===== src/rtl/shadow_ctl.sv =====
module shadow_ctl #(
  parameter int            IO_AW     = 16,
  parameter logic [15:0]   IDX_PORT  = 16'h0022,
  parameter logic [15:0]   DATA_PORT = 16'h0023,
  parameter int            IDX_W     = 8,
  parameter int            PAGE_W    = 6
) (
  input  logic              clk,
  input  logic              rst,
  input  logic              io_wr,
  input  logic              io_rd,
  input  logic [IO_AW-1:0]  io_addr,
  input  logic [7:0]        io_wdata,
  output logic [7:0]        io_rdata,
  input  logic [PAGE_W-1:0] mem_page,
  input  logic              mem_write,
  output logic              route_int,
  output logic              route_ext,
  output logic              route_blk,
  output logic              ws_update,
  output logic              fastrst_en
);
  localparam int NREG = 1 << IDX_W;
  localparam logic [IDX_W-1:0] R_WAIT  = IDX_W'(8'h06);
  localparam logic [IDX_W-1:0] R_VIDEO = IDX_W'(8'h18);
  localparam logic [IDX_W-1:0] R_SHRD  = IDX_W'(8'h19);
  localparam logic [IDX_W-1:0] R_SHWR  = IDX_W'(8'h1A);
  localparam logic [IDX_W-1:0] R_WPROT = IDX_W'(8'h1B);
  localparam logic [IDX_W-1:0] R_MISC  = IDX_W'(8'h1C);

  logic [IDX_W-1:0] idx;
  logic [7:0]       regs [NREG];

  wire idx_we  = io_wr && (io_addr == IO_AW'(IDX_PORT));
  wire data_we = io_wr && (io_addr == IO_AW'(DATA_PORT));

  always_ff @(posedge clk) begin
    if (rst) begin
      idx       <= '0;
      ws_update <= 1'b0;
      for (int i = 0; i < NREG; i++)
        regs[i] <= (i == 5) ? 8'h05 : (i == 8'h1B) ? 8'h60 : 8'h00;
    end else begin
      ws_update <= data_we && (idx == R_WAIT);
      if (idx_we) idx <= io_wdata[IDX_W-1:0];
      if (data_we) regs[idx] <= io_wdata;
    end
  end

  assign io_rdata   = (io_rd && io_addr == IO_AW'(DATA_PORT)) ? regs[idx] : 8'hFF;
  assign fastrst_en = regs[R_MISC][5];

  wire [7:0] video = regs[R_VIDEO];
  wire [7:0] shrd  = regs[R_SHRD];
  wire [7:0] shwr  = regs[R_SHWR];
  wire [7:0] wprot = regs[R_WPROT];

  wire [3:0] seg64 = mem_page[PAGE_W-1 -: 4];
  logic [2:0] seg;
  logic       in_rom, in_vid, vid_int;

  always_comb begin
    seg     = 3'd0;
    in_rom  = 1'b0;
    in_vid  = 1'b0;
    vid_int = 1'b0;
    case (seg64)
      4'hA: begin in_vid = 1'b1; vid_int = video[0]; end
      4'hB: begin in_vid = 1'b1; vid_int = video[1]; end
      4'hC: begin in_rom = 1'b1; seg = {1'b0, mem_page[1:0]}; end
      4'hD: begin in_rom = 1'b1; seg = 3'd4; end
      4'hE: begin in_rom = 1'b1; seg = 3'd5; end
      4'hF: begin in_rom = 1'b1; seg = 3'd6; end
      default: ;
    endcase
  end

  wire wr_locked = wprot[7] && wprot[seg];

  always_comb begin
    route_int = 1'b1;
    route_ext = 1'b0;
    route_blk = 1'b0;
    if (in_vid) begin
      route_int = vid_int;
      route_ext = !vid_int;
    end else if (in_rom) begin
      if (!mem_write) begin
        route_int = shrd[seg];
        route_ext = !shrd[seg];
      end else if (shwr[seg]) begin
        route_int = 1'b1;
      end else begin
        route_int = 1'b0;
        route_ext = !wr_locked;
        route_blk = wr_locked;
      end
    end
  end

  p_route_onehot_r10: assert property (@(posedge clk) disable iff (rst)
    $onehot({route_int, route_ext, route_blk}));

  p_read_never_blocked_r7: assert property (@(posedge clk) disable iff (rst)
    !mem_write |-> !route_blk);

  p_low_area_internal_r10: assert property (@(posedge clk) disable iff (rst)
    (mem_page < PAGE_W'(40)) |-> route_int);

  p_ws_follows_write_r8: assert property (@(posedge clk) disable iff (rst)
    ws_update |-> $past(io_wr));

  p_ws_single_r8: assert property (@(posedge clk) disable iff (rst)
    (ws_update && !$past(io_wr, 2)) |=> !ws_update);

  p_fastrst_by_write_r9: assert property (@(posedge clk) disable iff (rst)
    $rose(fastrst_en) |-> $past(io_wr));
endmodule


===== config.mk =====
export PLATFORM = sky130hd
export DESIGN_NAME = shadow_ctl
export DESIGN_NICKNAME = d
export VERILOG_FILES = /design/src/rtl/shadow_ctl.sv
export SDC_FILE = /design/constraint.sdc
export NUM_CORES = 2
export LEC_CHECK = 0
export BUFFER_PORTS_ARGS = -buffer_cell sky130_fd_sc_hd__buf_2
export CAP_MARGIN = 20
export CORE_ASPECT_RATIO = 0.8
export CORE_UTILIZATION = 25
export CTS_BUF_LIST = sky130_fd_sc_hd__clkbuf_8
export CTS_CLUSTER_DIAMETER = 80
export CTS_CLUSTER_SIZE = 25
export DETAILED_ROUTE_END_ITERATION = 16
export SLEW_MARGIN = 20
export SYNTH_ARGS = -nofsm -noshare
export SYNTH_HDL_FRONTEND = slang
export SYNTH_SLANG_ARGS = --single-unit

===== constraint.sdc =====
create_clock -name clk -period 3.6 [get_ports clk]
set_input_delay 0.72 -clock clk [delete_from_list [all_inputs] [get_ports clk]]
set_output_delay 0.72 -clock clk [all_outputs]
set_load 0.05 [all_outputs]

==> impl_results.md <==
- Cell taking the most area after synthesis: edfxtp_1
- Sequential Power Share: 69.7%
- Critical Path, Cell by Cell: buf_16 -> buf_16 -> buf_4 -> mux2i_1 -> o221ai_2 -> o22ai_2 -> a21oi_2 -> nor3_2 -> o41ai_4 -> o31a_1 -> buf_12 -> buf_12
- Max Clock Skew: 0.0591 ns
- Peak VDD IR: 258 uV
- Initial antenna violation count: 23
- Primary FF master, synth: edfxtp_1
- Worst Path Class, Setup: flop to output pin
- Asr flop ratio synth: 0%
- CP arrival: 4.17 ns
- Post-layout net count: 7254
- Top cells by area, synth: edfxtp_1 63%, and2_1 7.4%, mux4_2 5.9%
- Syn-to-layout area delta: 13.9%
- H-tree Lvls: 3
- Vias: 62829
- Total of max-cap violations: 0
- Iteration-0 DRC Markers: 8777
- Leakage: 40.1 nW
- Min Tclk post-route: 4.89 ns
- Fmax: 0.204 GHz
- WP data required: 2.88 ns
- Routed Antenna Nets: 0
- Status: finished with violations
- Setup TNS: -9.55 ns
- Num Clock Sinks: 2065
- WL met2: 134000 um
- Slew Viols, Final: 0
- Root buf cell: clkbuf_8
- FF+latch count, synth: 2065
- Max FO, Critical Path: 13
- Slowest cell on the critical path: o41ai_4
- Worst-Skew Late Latency: 0.93 ns
- WP buf/inv: 5
- Drt drc: 0
- GRT Util Overall: 15.1%
- Sequential-to-total area share from yosys stat: 63.1%
- DR vias/cell: 5.05
- Core area: 390000 um^2
- CP max stage delay: 0.47 ns
- Routed WL: 311000 um
- Final Util: 28.6%
- Type of origin of the critical path: flop
- Gate Count Post-Synth: 6978
- Worst-case clock buffer depth: 3
- Hold WC Path Type: input port to flop
- DP HPWL: 206000 um
- Netlist cell types: 82
- Tcrit/Tclk final: 136%
- CTS tree: yes
- Hold buffers post-CTS: 0
- DIE HEIGHT: 562 um
- Met3 wire len: 33700 um
- Port bufs: 47
- Syn Area/Cell: 14.0 um^2
- Number of synthesized flops with an enable pin: 2048
- Met1 wire length: 135000 um
- Post-Syn Area: 98000 um^2
- DP Area: 109000 um^2
- Switching pwr: 9.14 mW
- Sw Ratio: 23.0%
- Die area: 395000 um^2
- Design area: 112000 um^2
- Routability Congestion: 0.879
- Top sig layer: met5
- Worst rel slew slack: 21.7%
- Setup violators final: 8
- Largest net degree at the start of global routing: 143
- Die X: 702 um
- Synthesized netlist net count: 7013
- Vias in the first global route: 60587
- Pwr Density: 357 nW/um^2
- CTS buffer count: 94
- Ys Warns: 0
- CP top delay family: compound AO/OA/AOI/OAI gates
- Int Pwr: 30.7 mW
- FP Rows: 205
- Clock transition at the registers of the reported paths: 0.16 ns
- # IOs: 48
- RSZ-0062 raised after global routing: yes
- Layout cells sized above 1: 21.5%
- Starting Density: 25.1%
- Post-synth top area share: 62.8%
- Pre-Repair DR Iteration Count: 8
- Total grt overflow: 0
- Clock power share: 25.4%
- First-pass GRT wire length: 442000 um
- Critical Path End Type: output pin
- Final hold vios: 0
- Violated checks: setup timing
- Worst Slack Setup Final: -1.29 ns
- Combinational share of power: 5.0%
- Wire per inst: 25.0 um
- Worst Max-Slew Pin Slew: 1.17 ns
[kinds of logic (layout without fill, tap and decap cells)]
kind of cell / Yosys count / count (layout) / share of synthesized area [%]
simple gates: 2707 / 2707 / 16.4
flops: 2065 / 2065 / 63.1
mux: 770 / 770 / 11.4
buf+inv: 719 / 1005 / 3.87
compound gates: 717 / 717 / 5.16
other cells: 0 / 9 / 0
[registers in the layout, indices dropped and copies added, names as in the netlist, named ones only]
name,count
ws_update,1
idx,8
regs,2048
[synth_stat cells, types with 5 or more instances]
library cell and number:
o21ai_1 6, a211oi_1 8, a221oi_1 9, or2_2 153, a21oi_1 112, o22a_1 7, edfxtp_1 2048, nor2b_1 15
buf_6 49, nor4_1 15, o211ai_1 5, nor2_1 229, mux2i_1 486, clkbuf_4 8, mux4_1 16, buf_4 26
and3_1 898, nand2_1 108, buf_8 17, and2_1 1160, nand2b_1 13, o221ai_2 7, buf_1 14, dfxtp_1 17
a31oi_1 20, clkbuf_1 502, a32oi_1 8, nand3_1 28, mux2_2 12, buf_2 62, o221ai_1 148, o21ai_0 72
nand4_1 6, clkbuf_2 15, mux4_2 256, nor3_1 54, buf_12 19, a2bb2oi_1 16, o22ai_1 145, a21o_1 114
[placed cells by master (no fill, tap or decap), types with 20 or more instances in the layout]
| cell | instances |
|---|---|
| o221ai_1 | 120 |
| o21ai_0 | 54 |
| inv_1 | 32 |
| nand2_1 | 104 |
| nor3_1 | 35 |
| buf_12 | 125 |
| o22ai_1 | 132 |
| mux2i_1 | 479 |
| clkbuf_8 | 106 |
| buf_2 | 29 |
| buf_4 | 662 |
| and2_1 | 1160 |
| edfxtp_1 | 2048 |
| a21o_1 | 114 |
| o221ai_2 | 35 |
| or2_2 | 152 |
| nor3_2 | 20 |
| and3_1 | 896 |
| nand3_1 | 28 |
| a21oi_1 | 104 |
| nor2_1 | 215 |
| mux4_2 | 257 |
[per-layer routing]
metal | vias to the layer above | track usage, %
li1 | 26683 | -
met1 | 32499 | 22.3
met2 | 3283 | 22.4
met3 | 354 | 3.48
met4 | 10 | 3.33
met5 | - | 0
[power by group through the flow]
stage | combinational, mW | clock (mW) | sequential (mW)
CTS | 1.95 | 10.1 | 27.7
floorplan | 1.12 | 0 | 28.1
finish | 1.97 | 10.1 | 27.7
detailed placement | 1.93 | 0 | 28.3
global route | 2.07 | 10.8 | 27.8
global placement | 1.90 | 0 | 28.2
[worst paths after layout]
| path | start | to | slack [ns] | depth (start not counted) |
|---|---|---|---|---|
| worst max-delay path | flop | io_rdata[2] | -1.29 | 12 |
| worst min-delay path | rst | idx[0]$_SDFFE_PP0P_ | 0.43 | 3 |
| worst max register to register | idx[0]$_SDFFE_PP0P_ | regs[117][5]$_SDFFCE_PN0P_ | 0.36 | 6 |
| worst min register to register | idx[6]$_SDFFE_PP0P_ | idx[6]$_SDFFE_PP0P_ | 0.65 | 2 |
[layout make-up]
type,instances,area (um^2)
Fill cell,39039,278000
Antenna cell,9,22.5
Clock inverter,43,259
Multi-Input combinational cell,4194,33200
Sequential cell,2065,61900
Tap cell,5175,6470
Clock buffer,98,1350
Timing Repair Buffer,858,8350
Inverter,6,27.5
[tightest hold or removal path: cells and delay by family]
family | cells | cell delay, ns
and+or+nand+nor | 1 | 0.21
buffers and inverters | 2 | 0.30
[per-stage QoR]
stage | setup slack, ns | power [mW] | cells | hold WS [ns]
after floorplan | 0.0381 | 29.2 | 6978 | 0.555
after global placement | -0.968 | 30.1 | 12263 | 0.605
after detailed placement | -0.905 | 30.2 | 12263 | 0.624
after CTS | -1.33 | 39.8 | 12431 | 0.388
after global routing | -1.34 | 40.7 | 12444 | 0.405
final | -1.29 | 39.8 | 12448 | 0.431
[timing repair]
item	CTS	global route
gates resized for setup	127	71
buffers inserted	25	7
pin swaps	17	15
setup endpoints to repair	9	10
gates cloned	4	1
Power figures use the tool's default switching activity.
